===== config.mk =====
export PLATFORM = sky130hd
export DESIGN_NAME = loop_pulse_tester
export DESIGN_NICKNAME = d
export VERILOG_FILES = /design/src/rtl/ltst_pkg.sv /design/src/rtl/ltst_ctrl.sv /design/src/rtl/ltst_datapath.sv /design/src/rtl/loop_pulse_tester.sv
export SDC_FILE = /design/constraint.sdc
export NUM_CORES = 1
export LEC_CHECK = 0
export BUFFER_PORTS_ARGS = -buffer_cell sky130_fd_sc_hd__buf_2
export CAP_MARGIN = 20
export CORE_MARGIN = 2
export CORE_UTILIZATION = 30
export DETAILED_ROUTE_END_ITERATION = 8
export GPL_TIMING_DRIVEN = 0
export PLACE_DENSITY = 0.5
export REMOVE_ABC_BUFFERS = 1
export SYNTH_ARGS = -nofsm -noshare
export SYNTH_HDL_FRONTEND = slang
export SYNTH_HIERARCHICAL = 1
export SYNTH_SLANG_ARGS = --single-unit

===== constraint.sdc =====
create_clock -name clk -period 3.6 [get_ports clk]
set_input_delay 0.72 -clock clk [delete_from_list [all_inputs] [get_ports clk]]
set_output_delay 0.72 -clock clk [all_outputs]
set_load 0.01 [all_outputs]

===== src/rtl/ltst_pkg.sv =====
package ltst_pkg;
  localparam int CNT_W = 8;
  localparam int RES_W = 16;

  typedef struct packed {
    logic runStart;
    logic clrCnt;
    logic drive;
    logic latch;
    logic summary;
  } ltst_strobe_t;
endpackage


===== src/rtl/ltst_ctrl.sv =====
module ltst_ctrl
  import ltst_pkg::*;
#(
  parameter int NUM_CH    = 8,
  parameter int BURST_LEN = 64,
  parameter int SETTLE    = 8,
  localparam int IDX_W    = (NUM_CH > 1) ? $clog2(NUM_CH) : 1,
  localparam int STEP_W   = $clog2(2 * BURST_LEN + SETTLE + 1)
) (
  input  logic             clk,
  input  logic             rstN,
  input  logic             startWr,
  output ltst_strobe_t     strobe,
  output logic [IDX_W-1:0] chSel,
  output logic             busy,
  output logic             done
);
  typedef enum logic [2:0] {
    ST_IDLE, ST_CLEAR, ST_BURST, ST_SETTLE, ST_LATCH, ST_FINISH
  } state_t;

  localparam logic [STEP_W-1:0] BURST_LAST  = STEP_W'(2 * BURST_LEN - 1);
  localparam logic [STEP_W-1:0] SETTLE_LAST = STEP_W'(SETTLE - 1);
  localparam logic [IDX_W-1:0]  CH_LAST     = IDX_W'(NUM_CH - 1);

  state_t            state;
  logic [STEP_W-1:0] stepCnt;

  always_ff @(posedge clk) begin
    if (!rstN) begin
      state   <= ST_IDLE;
      chSel   <= '0;
      stepCnt <= '0;
      done    <= 1'b0;
    end else begin
      case (state)
        ST_IDLE: begin
          if (startWr) begin
            state <= ST_CLEAR;
            chSel <= '0;
            done  <= 1'b0;
          end
        end
        ST_CLEAR: begin
          state   <= ST_BURST;
          stepCnt <= '0;
        end
        ST_BURST: begin
          if (stepCnt == BURST_LAST) begin
            state   <= ST_SETTLE;
            stepCnt <= '0;
          end else begin
            stepCnt <= stepCnt + STEP_W'(1);
          end
        end
        ST_SETTLE: begin
          if (stepCnt == SETTLE_LAST) state <= ST_LATCH;
          else stepCnt <= stepCnt + STEP_W'(1);
        end
        ST_LATCH: begin
          if (chSel == CH_LAST) begin
            state <= ST_FINISH;
          end else begin
            chSel <= chSel + IDX_W'(1);
            state <= ST_CLEAR;
          end
        end
        ST_FINISH: begin
          state <= ST_IDLE;
          done  <= 1'b1;
        end
        default: state <= ST_IDLE;
      endcase
    end
  end

  always_comb begin
    strobe.runStart = (state == ST_IDLE) && startWr;
    strobe.clrCnt   = (state == ST_CLEAR);
    strobe.drive    = (state == ST_BURST) && !stepCnt[0];
    strobe.latch    = (state == ST_LATCH);
    strobe.summary  = (state == ST_FINISH);
  end

  assign busy = (state != ST_IDLE);

  AST_DONE_IDLE: assert property (@(posedge clk) disable iff (!rstN)
    $rose(done) |-> !busy);
  AST_SUMMARY_LAST: assert property (@(posedge clk) disable iff (!rstN)
    strobe.summary |-> ($past(strobe.latch) && chSel == CH_LAST));
  AST_BUSY_HOLDS: assert property (@(posedge clk) disable iff (!rstN)
    (busy && startWr && !strobe.summary && !strobe.latch) |=> busy);
endmodule


===== src/rtl/ltst_datapath.sv =====
module ltst_datapath
  import ltst_pkg::*;
#(
  parameter int NUM_CH    = 8,
  parameter int BURST_LEN = 64,
  localparam int IDX_W    = (NUM_CH > 1) ? $clog2(NUM_CH) : 1,
  localparam int RAM_AW   = $clog2(NUM_CH + 1)
) (
  input  logic              clk,
  input  logic              rstN,
  input  ltst_strobe_t      strobe,
  input  logic [IDX_W-1:0]  chSel,
  input  logic [NUM_CH-1:0] rxLine,
  output logic [NUM_CH-1:0] txPulse,
  output logic              ramWrEn,
  output logic [RAM_AW-1:0] ramWrAddr,
  output logic [RES_W-1:0]  ramWrData,
  output logic              passAcc,
  input  logic [IDX_W-1:0]  resRdIdx,
  output logic [RES_W-1:0]  resRdWord
);
  localparam logic [CNT_W-1:0] CNT_MAX = '1;
  localparam logic [CNT_W-1:0] CNT_EXP = CNT_W'(BURST_LEN);

  logic [NUM_CH-1:0] selMask;
  logic [NUM_CH-1:0] rxMeta, rxSync, rxPrev, rxRise;
  logic [CNT_W-1:0]  tgtCnt, strayCnt;
  logic              tgtInc, strayInc, openBit, shortBit;
  logic [RES_W-1:0]  curWord;
  logic [RES_W-1:0]  resWord [NUM_CH];

  assign selMask = NUM_CH'(1) << chSel;
  assign txPulse = strobe.drive ? selMask : '0;

  for (genvar g = 0; g < NUM_CH; g++) begin : g_sync
    always_ff @(posedge clk) begin
      if (!rstN) begin
        rxMeta[g] <= 1'b0;
        rxSync[g] <= 1'b0;
        rxPrev[g] <= 1'b0;
      end else begin
        rxMeta[g] <= rxLine[g];
        rxSync[g] <= rxMeta[g];
        rxPrev[g] <= rxSync[g];
      end
    end
    assign rxRise[g] = rxSync[g] & ~rxPrev[g];
  end

  assign tgtInc   = |(rxRise & selMask);
  assign strayInc = |(rxRise & ~selMask);

  always_ff @(posedge clk) begin
    if (!rstN || strobe.clrCnt) begin
      tgtCnt   <= '0;
      strayCnt <= '0;
    end else begin
      if (tgtInc && tgtCnt != CNT_MAX) tgtCnt <= tgtCnt + CNT_W'(1);
      if (strayInc && strayCnt != CNT_MAX) strayCnt <= strayCnt + CNT_W'(1);
    end
  end

  assign openBit  = (tgtCnt != CNT_EXP);
  assign shortBit = (strayCnt != '0);
  assign curWord  = {tgtCnt, {(RES_W - CNT_W - 2){1'b0}}, shortBit, openBit};

  always_ff @(posedge clk) begin
    if (!rstN) begin
      passAcc <= 1'b0;
      for (int i = 0; i < NUM_CH; i++) resWord[i] <= '0;
    end else begin
      if (strobe.runStart) passAcc <= 1'b1;
      else if (strobe.latch) passAcc <= passAcc & ~openBit & ~shortBit;
      if (strobe.latch) resWord[chSel] <= curWord;
    end
  end

  always_comb begin
    ramWrEn   = strobe.latch | strobe.summary;
    ramWrAddr = strobe.summary ? RAM_AW'(NUM_CH) : RAM_AW'(chSel);
    ramWrData = strobe.summary ? {{(RES_W - 1){1'b0}}, passAcc} : curWord;
  end

  assign resRdWord = resWord[resRdIdx];

  AST_ONE_DRIVE: assert property (@(posedge clk) disable iff (!rstN)
    $onehot0(txPulse));
  AST_CLR_ZERO: assert property (@(posedge clk) disable iff (!rstN)
    strobe.clrCnt |=> (tgtCnt == '0 && strayCnt == '0));
  AST_CNT_SAT: assert property (@(posedge clk) disable iff (!rstN)
    (tgtCnt == CNT_MAX && !strobe.clrCnt) |=> tgtCnt == CNT_MAX);
  AST_RAM_ADDR: assert property (@(posedge clk) disable iff (!rstN)
    ramWrEn |-> ramWrAddr <= RAM_AW'(NUM_CH));
  AST_SHORT_STICKY: assert property (@(posedge clk) disable iff (!rstN)
    (strayCnt != '0 && !strobe.clrCnt) |=> strayCnt != '0);
endmodule


===== src/rtl/loop_pulse_tester.sv =====
module loop_pulse_tester
  import ltst_pkg::*;
#(
  parameter int NUM_CH    = 8,
  parameter int BURST_LEN = 64,
  parameter int SETTLE    = 8,
  localparam int IDX_W    = (NUM_CH > 1) ? $clog2(NUM_CH) : 1,
  localparam int RAM_AW   = $clog2(NUM_CH + 1)
) (
  input  logic              clk,
  input  logic              rstN,
  input  logic              regWrEn,
  input  logic [IDX_W:0]    regAddr,
  input  logic [15:0]       regWrData,
  output logic [15:0]       regRdData,
  output logic [NUM_CH-1:0] txPulse,
  input  logic [NUM_CH-1:0] rxLine,
  output logic              ramWrEn,
  output logic [RAM_AW-1:0] ramWrAddr,
  output logic [15:0]       ramWrData
);
  ltst_strobe_t     strobe;
  logic [IDX_W-1:0] chSel;
  logic             busy, done, passAcc, startWr, passBit;
  logic [RES_W-1:0] resRdWord;

  assign startWr = regWrEn && !regAddr[IDX_W] && regWrData[0];
  assign passBit = done && passAcc;

  ltst_ctrl #(.NUM_CH(NUM_CH), .BURST_LEN(BURST_LEN), .SETTLE(SETTLE)) u_ctrl (
    .clk(clk), .rstN(rstN), .startWr(startWr), .strobe(strobe),
    .chSel(chSel), .busy(busy), .done(done)
  );

  ltst_datapath #(.NUM_CH(NUM_CH), .BURST_LEN(BURST_LEN)) u_dp (
    .clk(clk), .rstN(rstN), .strobe(strobe), .chSel(chSel), .rxLine(rxLine),
    .txPulse(txPulse), .ramWrEn(ramWrEn), .ramWrAddr(ramWrAddr),
    .ramWrData(ramWrData), .passAcc(passAcc),
    .resRdIdx(regAddr[IDX_W-1:0]), .resRdWord(resRdWord)
  );

  assign regRdData = regAddr[IDX_W] ? resRdWord
                                    : {13'b0, passBit, done, busy};

  AST_PASS_DONE: assert property (@(posedge clk) disable iff (!rstN)
    passBit |-> !busy);
endmodule


## Word level (Yosys, flattened, before mapping)

Memories as Yosys holds them, arrays and structs flattened.
Cells that the tools add are included.
Widths: inputs -> output; s select.

| operators by class | value |
|---|---|
| eq/ne operators | 16 |
| $add $sub $neg | 4 |
| bitwise operators | 24 |
| shifts and indexed selects | 1 |
| muxes and demuxes | 26 |
| reduce and logical (&&, ||, !) cells | 25 |

Operator list:

| kind | number |
|---|---|
| $mux 16 | 2 |
| $add 8x1->8 const B | 3 |
| $mux 8 | 3 |
| $pmux 8 s3 | 1 |
| $mux 3 | 7 |
| $and 8x8->8 | 2 |
| $ne 8x8->1 const B | 2 |
| $reduce_or 8->1 | 2 |
| $pmux 3 s5 | 1 |
| $and 1x1->1 | 10 |
| $mux 10 | 1 |
| $not 1->1 | 10 |
| $reduce_or 10->1 | 1 |
| $eq 3x3->1 const B | 3 |
| $eq 8x3->1 const B | 1 |
| $eq 8x7->1 const B | 1 |
| $mux 1 | 8 |
| $ne 8x7->1 const B | 1 |
| $not 8->8 | 1 |
| $reduce_bool 8->1 | 1 |
| $shl 1x3->8 const A | 1 |
| $logic_and 1x1->1 | 7 |
| $eq 3x2->1 const B | 2 |
| $ne 2x1->1 const B | 3 |
| 14 further kinds | 22 |

| word-level totals | value |
|---|---|
| word-level logic and storage cells | 128 |
| output and inout bits | 45 |
| memories | 1 |
| register bits | 56 |
| input port bits | 31 |
| RAM bits | 80 |

Memories:

| name | depth | bits a word | rd ports | clocked after Yosys merged registers in | write ports | line | RTL |
|---|---|---|---|---|---|---|---|
| u_dp.resWord | 8 | 10 | 1 | 0 | 8 | ltst_datapath.sv:30 | `logic [RES_W-1:0] resWord [NUM_CH];` |

## Depth between registers and ports, before layout

Gate-level depths: netlist of run 1.

| depth | value |
|---|---|
| word-level depth | 6 |
| gate-level depth with buffers | 8 |
| mapped depth without buffers | 7 |

## Modules after synthesis

Netlist of run 1, hierarchy kept.

By module, submodules not included:

| module | area an instance (µm²) | cells each | seq. area each (µm²) | times used |
|---|---|---|---|---|
| ltst_datapath | 5,704.2 | 473 | 3,223.1 | 1 |
| ltst_ctrl | 785.8 | 91 | 300.3 | 1 |
| loop_pulse_tester | 131.4 | 21 | 0.0 | 1 |

## Worst setup path after synthesis of run 1

OpenSTA, ideal clock, no wires.

| path | value |
|---|---|
| path type | in2out |
| start | input port regAddr[0] |
| end | output port regRdData[0] |
| data required time | 2,880 ps |
| path buffers | 1 |
| path slack | 827 ps |
| arrival | 2,053 ps |
| stages | 4 |
| path through | buf_2 mux4_2 mux2_2 mux2_2 |

| between the ends | value |
|---|---|
| word-level cells in the longest chain between the ends | 2 |

RTL lines:

| what | line | RTL |
|---|---|---|
| start: declaration | loop_pulse_tester.sv:13 | `input logic [IDX_W:0] regAddr,` |
| $mem_v2 8x10 | n/a |  |
| via resRdWord[0] | loop_pulse_tester.sv:25 | `logic [RES_W-1:0] resRdWord;` |
| $mux 16 | loop_pulse_tester.sv:42 | `assign regRdData = regAddr[IDX_W] ? resRdWord` |
| end: declaration | loop_pulse_tester.sv:15 | `output logic [15:0] regRdData,` |

The timed path passes the listed nets, and every way through them passes these cells.

## Final worst setup path of run 1

| path | value |
|---|---|
| start | input port regAddr[0] |
| end | output port regRdData[1] |

Same word-level chain as after synthesis.

==> results of run 1 <==
==> critical path, stage by stage <==
cell and delay, ns:
buf_2 0.55, mux4_2 0.60, mux2_2 0.29, mux2_2 0.26, buf_2 0.14
==> per-stage QoR <==
| stage | total power, µW | area [µm²] | std cells | setup WS, ns |
|---|---|---|---|---|
| after floorplan | 1880 | 6390 | 552 | 1.16 |
| after global placement | 1970 | 6990 | 881 | 0.215 |
| after detailed placement | 1970 | 6990 | 881 | 0.210 |
| after CTS | 3570 | 7530 | 913 | 0.202 |
| after global routing | 3660 | 7540 | 914 | 0.154 |
| final | 3510 | 7540 | 914 | 0.318 |
==> final timing paths <==
check / from / endpoint
worst max-delay path: regAddr[0] / regRdData[1]
worst min-delay path: u_dp/rxMeta[4] / u_dp/rxSync[4]
worst max register to register: u_ctrl/state[2] / u_dp/resWord[6][9]
worst min register to register: u_dp/rxMeta[4] / u_dp/rxSync[4]
==> cell families after synthesis <==
family / after synthesis / synth area share
compound gates: 59 / 0.0652
fa+ha+maj: 7 / 0.0132
flops: 136 / 0.532
simple gates: 289 / 0.245
xor+xnor: 5 / 0.00661
buf+inv: 54 / 0.0463
other cells: 1 / 0.000566
mux: 34 / 0.0915
==> power by group through the flow <==
stage	clock network [µW]	registers, µW	logic [µW]
finish	1580	1710	222
floorplan	0	1740	144
detailed placement	0	1740	227
global route	1700	1720	248
global placement	0	1740	224
CTS	1630	1710	228
==> routing by layer <==
layer,track usage,up-vias,routed length [µm]
met5,0,-,0
met4,0.0463,0,196
met3,0.0310,14,493
met2,0.227,73,7440
met1,0.167,2182,7050
li1,-,2150,-
==> cells in the final DEF, fill, tap and decap left out, types with 8 or more instances in the layout <==
cell	netlist	final
nor2_1	71	71
and2_1	79	79
mux2_2	12	12
edfxtp_1	80	80
a21oi_1	8	8
conb_1	1	12
or3_1	10	10
clkbuf_16	0	17
nand2b_1	12	12
mux4_2	20	20
nor2b_1	16	16
dfxtp_1	56	56
and3_1	8	8
nand3_1	16	16
buf_2	5	49
nand2_1	32	32
==> cell type report <==
class,count,share of cell area
Clock buffer,19,0.0574
Multi-Input combinational cell,406,0.376
Timing Repair Buffer,50,0.0335
Sequential cell,136,0.467
Tap cell,280,0.0465
Inverter,10,0.00498
Clock inverter,13,0.0138
==> flip-flops by register name, indices dropped and copies added, names as in the netlist <==
register	cells
u_dp/rxMeta	8
u_dp/rxPrev	8
u_ctrl/state	3
u_dp/resWord	80
u_dp/strayCnt	8
u_ctrl/chSel	3
u_dp/rxSync	8
u_ctrl/done	1
u_dp/tgtCnt	8
u_ctrl/stepCnt	8
u_dp/passAcc	1
==> results.toml, run 1 <==
[outcome]
outcome = "complete, no violations"

[timing]
holdWs_ns = 0.430
fmax_mhz = 305
slew_headroom = 0.339
fin_worst_skew_ns = 0.00734
worst_pin_slew_ns = 0.983
final_max_slew_viol_count = 0
setup_viol = 0
grt_setup_unrepaired = "no"
period_share = 0.912
hold_viol = 0
fin_tns_setup_ns = 0
fin_crit_ns = 3.28

[cts]
post-cts-setup-buffers = 0
clk_pin_slew_ns = 0.05
root_buffer = "clkbuf_16"
cts_hold_buf = 0
htreeDepth = 4
clock_sinks = 136
postCtsResizedCells = 0
tritoncts = "yes"
cts_inserted_buffers = 17
clk_latency_ns = 0.42
cts_buffer_depth = 2

[critical_path]
cp_data_required_time_ns = 2.88
arrival_ns = 2.56
startpoint_type = "primary input"
cp_max_fo = 20
reg2reg_depth = 6
worst_setup_path_end_kind = "output port"
r2r_slack_ns = 0.59
worstSetupPathType = "primary input to output port"

[grt]
grt_use_total = 0.133
grt_pass1_wl_mm = 24.1
grt_max_degree = 49
antenna_found_initial = 0
grt_pass1_vias = 4448
grt_overflow = 0

[synthesis]
async_flop_share = 0
synth_edf_count = 80
synthTopCellsByArea = "edfxtp_1 36%, dfxtp_1 17%, and2_1 7.5%"
synthFlopType = "edfxtp_1"
syn_inst = 585
synth_area_um2 = 6620
synth_most_common_cell = "edfxtp_1"
synthTopCellsByCount = "80 x edfxtp_1, 79 x and2_1, 71 x nor2_1"
synth_cell_types = 63
synth_area_leader_cell = "edfxtp_1"
yosysSeqAreaShare = 0.532
avgSynthCellArea_um2 = 11.3
ys_ff_latch = 136
yosysTopAreaCellShare = 0.363
synth_warnings = 6

[finish]
seqCellArea_um2 = 3520
fillCellCount = 2206
multiInputGateArea_um2 = 2840
n_antenna_cell = 0
fin_util = 0.347
drive_gt1_frac = 0.203
nets = 659
area_delta_synth_final_pct = 13.9

[drt]
num_vias = 4419
avgRoutedWirePerCell_um = 16.6
post_drt_via_cell_ratio = 4.83
wl_mm = 15.2
drc = 0
antenna_left = 0
dr.pass1.iters = 4
drtIter0Drc = 218

[pwr]
p_clk_frac = 0.450
swShare = 0.225
power_density_nw_per_um2 = 466
seq_power_share = 0.487
intPower_uw = 2720
p_leak_uw = 0.00279
ir_worst_vdd_mv = 0.309
power_switching_uw = 791
p_comb_frac = 0.063

[placed_design]
gp_congestion = 0.736
portBuffers = 49
hpwl_mm = 10.4

[floorplanning]
ioPinCount = 76
start_util = 0.304
die_area_um2 = 23300
row_count = 54
die_w_um = 153
die_height_um = 153
fp.coreArea_um2 = 21800

[flow_run]
maxCapViolCount = 0

[worst_hold_path]
whs_path_depth = 1
hold_class = "flop to flop"
(Power assumes the default switching activity.)
==> inputs of run 2 (changes only) <==
Settings changed: CORE_ASPECT_RATIO from default to 1.75.
==> results.toml, run 2 (synthesis gave the netlist of run 1 again) <==
[cts]
clk_latency_ns = 0.41
cts_inserted_buffers = 17
clk_pin_slew_ns = 0.06
htreeDepth = 4
cts_buffer_depth = 2
tritoncts = "yes"
clock_sinks = 136
root_buffer = "clkbuf_16"
post-cts-setup-buffers = 0

[critical_path]
slowest_stage = "mux4_2"
crit_chain = "buf_2 > mux4_2 > mux2_2 > mux2_2 > buf_2"
startpoint_type = "primary input"
worst_setup_path_end_kind = "output port"
arrival_ns = 2.63
cp_data_required_time_ns = 2.88
cp.depth = 5
cp_max_fo = 20
reg2reg_depth = 6
crit_buf_inv = 2
worstSetupPathType = "primary input to output port"
critPathMaxStageDelay_ns = 0.62
path_delay_family = "multiplexers"

[drt]
post_drt_via_cell_ratio = 4.74
wl_mm = 15.6
dr.pass1.iters = 4
avgRoutedWirePerCell_um = 16.8
antenna_left = 0
num_vias = 4386
drc = 0
drtIter0Drc = 196

[worst_hold_path]
whs_path_depth = 1
hold_class = "flop to flop"

[finish]
drive_gt1_frac = 0.211
final_area_um2 = 7600
regMostFlops = "u_dp/resWord"
final_common_cell = "edfxtp_1"
nets = 659
fillCellCount = 2177
largest_register_ffs = 80
layout_common_cells = "80 x edfxtp_1, 79 x and2_1, 71 x nor2_1"
area_delta_synth_final_pct = 14.8
n_antenna_cell = 0

[timing]
grt_setup_unrepaired = "no"
fin_worst_skew_ns = 0.00653
fin_tns_setup_ns = 0
worst_pin_slew_ns = 0.889
period_share = 0.931
slew_headroom = 0.402
hold_viol = 0
fmax_mhz = 298
fin_crit_ns = 3.35
final_max_slew_viol_count = 0
setup_viol = 0

[grt]
grt_use_total = 0.141
grt_pass1_vias = 4549
grt_overflow = 0
grt_pass1_wl_mm = 24.7
antenna_found_initial = 0
grt_max_degree = 49

[placed_design]
portBuffers = 49
gp_congestion = 0.776
hpwl_mm = 11.3
placed_area_um2 = 7000

[pwr]
ir_worst_vdd_mv = 0.261
p_leak_uw = 0.00284
power_density_nw_per_um2 = 479

[floorplanning]
die_w_um = 116
start_util = 0.307
ioPinCount = 76
die_area_um2 = 23300
fp.coreArea_um2 = 21600
row_count = 71
die_height_um = 201

[flow_run]
maxCapViolCount = 0

[outcome]
outcome = "complete, no violations"
-- run 2: cell types whose count changed in the layout (fill, tap and decap cells not counted), moves of 2 or more --
cell and delta:
inv_6 -2, clkinvlp_4 -3, clkbuf_8 +3, inv_4 +5, clkinv_1 -4
-- run 2: layer usage --
| metal | vias to the layer above | part of all wire | global-route usage |
|---|---|---|---|
| met4 | 0 | 0.031 | 0.0668 |
| met5 | - | 0 | 0 |
| met1 | 2128 | 0.39 | 0.152 |
| met2 | 87 | 0.55 | 0.258 |
| li1 | 2153 | - | - |
| met3 | 18 | 0.028 | 0.0223 |
-- run 2: worst paths after layout --
kind	startpoint	slack [ns]	to
worst max-delay path	regAddr[0]	0.25	regRdData[0]
worst min-delay path	u_dp/rxMeta[6]	0.43	u_dp/rxSync[6]
worst max register to register	u_ctrl/state[2]	0.67	u_dp/resWord[6][4]
worst min register to register	u_dp/rxMeta[6]	0.43	u_dp/rxSync[6]
-- run 2: stage by stage --
step	setup WS [ns]	instances	utilization	hold WS (ns)	power, µW
floorplan	1.16	552	-	0.412	1880
global placement	0.190	893	0.324	0.418	1970
detailed placement	0.188	893	0.324	0.417	1970
CTS	0.188	925	0.352	0.431	3690
global route	0.135	926	0.352	0.438	3770
finish	0.247	926	0.352	0.431	3640
-- run 2: power breakdown --
| group | switching [µW] | internal [µW] |
|---|---|---|
| clock | 651 | 1050 |
| combinational | 133 | 91.0 |
| sequential | 19.4 | 1690 |
| total | 804 | 2840 |
-- run 2: repair_timing --
action                                  4_1_cts  5_1_grt
hold buffers                                  0        0
endpoints found under the setup margin        0       10
resized for setup                             0        1
hold endpoints to repair                      0        0
-- run 2: cell type report --
cell class	instances	area [µm²]	share of cell area
clock buffer	23	500	0.0658
sequential	136	3520	0.464
tap	292	365	0.0481
multi-input combinational	406	2840	0.373
inverter	10	37.5	0.00494
timing repair buffer	50	253	0.0333
clock inverter	9	83.8	0.0110
==> inputs of run 3 (changes only) <==
Settings changed: ABC_AREA from default to 1, PLACE_DENSITY 0.5 to 0.49, SLEW_MARGIN from default to 0.
==> results.toml, run 3 <==
[worst_hold_path]
holdPathEnd = "u_dp/rxSync[1]"
whs_path_depth = 2
min_from = "u_dp/rxMeta[1]"
hold_class = "flop to flop"

[grt]
grt_overflow = 0
grt_max_degree = 42
antenna_found_initial = 0
grt_use_total = 0.144
grt_pass1_vias = 5136
grt_pass1_wl_mm = 26.8

[critical_path]
path_delay_family = "buffers and inverters"
worstSetupPathType = "primary input to output port"
startpoint_type = "primary input"
crit_path_frequent_cell = "nand2_1"
worstReg2RegEnd = "u_dp/resWord[4][0]"
cp_max_fo = 41
critPathMaxStageDelay_ns = 0.60
reg2reg_depth = 7
cp_data_required_time_ns = 2.88
worst_setup_path_end_kind = "output port"
r2r_slack_ns = 0.99
crit_buf_inv = 4
r2r-start = "u_ctrl/state[1]"
slowest_stage = "buf_2"
crit_chain = "buf_2 > clkinvlp_4 > buf_16 > nor2_1 > o32ai_1 > nand2_1 > nand2_1 > nand2_1 > nand2_1 > buf_2"
arrival_ns = 2.64

[drt]
antenna_left = 0
drtIter0Drc = 243
drc = 0
post_drt_via_cell_ratio = 4.51
dr.pass1.iters = 5
wl_mm = 16.8
avgRoutedWirePerCell_um = 14.2
num_vias = 5356

[flow_run]
maxCapViolCount = 0

[finish]
final_common_cell = "nor2_1"
fillCellCount = 2398
n_antenna_cell = 0
largest_register_ffs = 80
nets = 916
drive_gt1_frac = 0.140
regMostFlops = "u_dp/resWord"
final_area_um2 = 7740
layout_common_cells = "216 x nor2_1, 179 x nand2_1, 85 x inv_1"
area_delta_synth_final_pct = 14.5

[floorplanning]
ioPinCount = 76
row_count = 72
die_w_um = 118
fp.coreArea_um2 = 22200
die_height_um = 203
start_util = 0.305
die_area_um2 = 23800

[cts]
cts_buffer_depth = 2
tritoncts = "yes"
clock_sinks = 136
cts_inserted_buffers = 17
clk_latency_ns = 0.41
clk_pin_slew_ns = 0.07
htreeDepth = 4
root_buffer = "clkbuf_16"
cts_hold_buf = 0

[placed_design]
portBuffers = 49
dpl_worst_slack_ns = -0.0829
placed_area_um2 = 7170
gp_congestion = 0.837
hpwl_mm = 11.3

[synthesis]
synth_edf_count = 80
ys_ff_latch = 136
async_flop_share = 0
synth_area_leader_cell = "edfxtp_1"
synthTopCellsByArea = "edfxtp_1 36%, dfxtp_1 17%, nor2_1 12%"
synth_most_common_cell = "nor2_1"
yosysTopAreaCellShare = 0.355
synthTopCellsByCount = "216 x nor2_1, 179 x nand2_1, 86 x inv_1"
syn_inst = 846
synth_cell_types = 36
synthFlopType = "edfxtp_1"
avgSynthCellArea_um2 = 8.00
yosysSeqAreaShare = 0.521
synth_area_um2 = 6760
synth_warnings = 6

[pwr]
power_density_nw_per_um2 = 531
p_leak_uw = 0.00340
ir_worst_vdd_mv = 0.288

[timing]
period_share = 0.934
hold_viol = 0
fin_crit_ns = 3.36
slew_headroom = 0.382
fin_ws_ns = 0.237
setup_viol = 0
final_max_slew_viol_count = 0
fmax_mhz = 297
worst_pin_slew_ns = 0.923
fin_worst_skew_ns = 0.0110
grt_setup_unrepaired = "no"
fin_tns_setup_ns = 0

[outcome]
outcome = "complete, no violations"
==> run 3: per-layer routing <==
metal / routed length [µm] / up-vias / track usage
met3: 602 / 23 / 0.0287
met2: 8860 / 105 / 0.271
met4: 352 / 0 / 0.0512
met5: 0 / - / 0
met1: 7010 / 2491 / 0.159
li1: - / 2737 / -
==> run 3: through the flow <==
step | std cells | power, µW | hold WS, ns | utilization
6_report | 1187 | 4110 | 0.413 | 0.349
5_1_grt | 1187 | 4330 | 0.433 | 0.349
4_1_cts | 1187 | 4170 | 0.416 | 0.349
3_5_place_dp | 1153 | 2520 | 0.399 | 0.323
3_3_place_gp | 1150 | 2510 | 0.395 | 0.321
2_1_floorplan | 805 | 2280 | 0.390 | -
==> run 3: cell families (layout without fill, tap and decap cells) <==
kind of cell	after synthesis	count (layout)	share of synthesized area
AOI/OAI and AO/OA	76	76	0.0697
xor gates and xnor gates	2	2	0.00259
adders and majority gates	7	7	0.0129
buffers and inverters	149	183	0.0993
DFF	136	136	0.521
other	1	12	0.000554
and+or+nand+nor	475	475	0.294
==> run 3: repair_timing <==
item                                    4_1_cts  5_1_grt
endpoints found under the setup margin        4        0
resized for setup                             1        0
setup buffers                                 2        0
==> run 3: report_power, final <==
group,leakage (µW),switching (µW),internal [µW]
Sequential,0.00127,69.5,1730
Clock,0.000270,730,909
Combinational,0.00186,475,205
Total,0.00340,1270,2840
==> run 3: worst min-delay path, cell delays in order, from the launching register on <==
cell and delay [ns]:
dfxtp_1 0.31, nand2_1 0.04, inv_1 0.04
==> run 3: how the worst max path moves through the flow <==
stage               depth (start not counted)        from      endpoint
floorplan                                   7  regAddr[0]  regRdData[0]
global placement                            9  regAddr[0]  regRdData[9]
detailed placement                         10  regAddr[0]  regRdData[9]
CTS                                        10  regAddr[0]  regRdData[9]
global route                               10  regAddr[0]  regRdData[0]
finish                                     10  regAddr[0]  regRdData[0]
==> run 3: area by class of cell <==
class                      count  area (µm²)  share of cell area
clock buffer                  17         425              0.0549
timing repair buffer          54         307              0.0396
sequential                   136        3520               0.455
clock inverter                15         131              0.0170
multi-input combinational    572        2620               0.338
inverter                      97         370              0.0478
tap                          296         370              0.0478
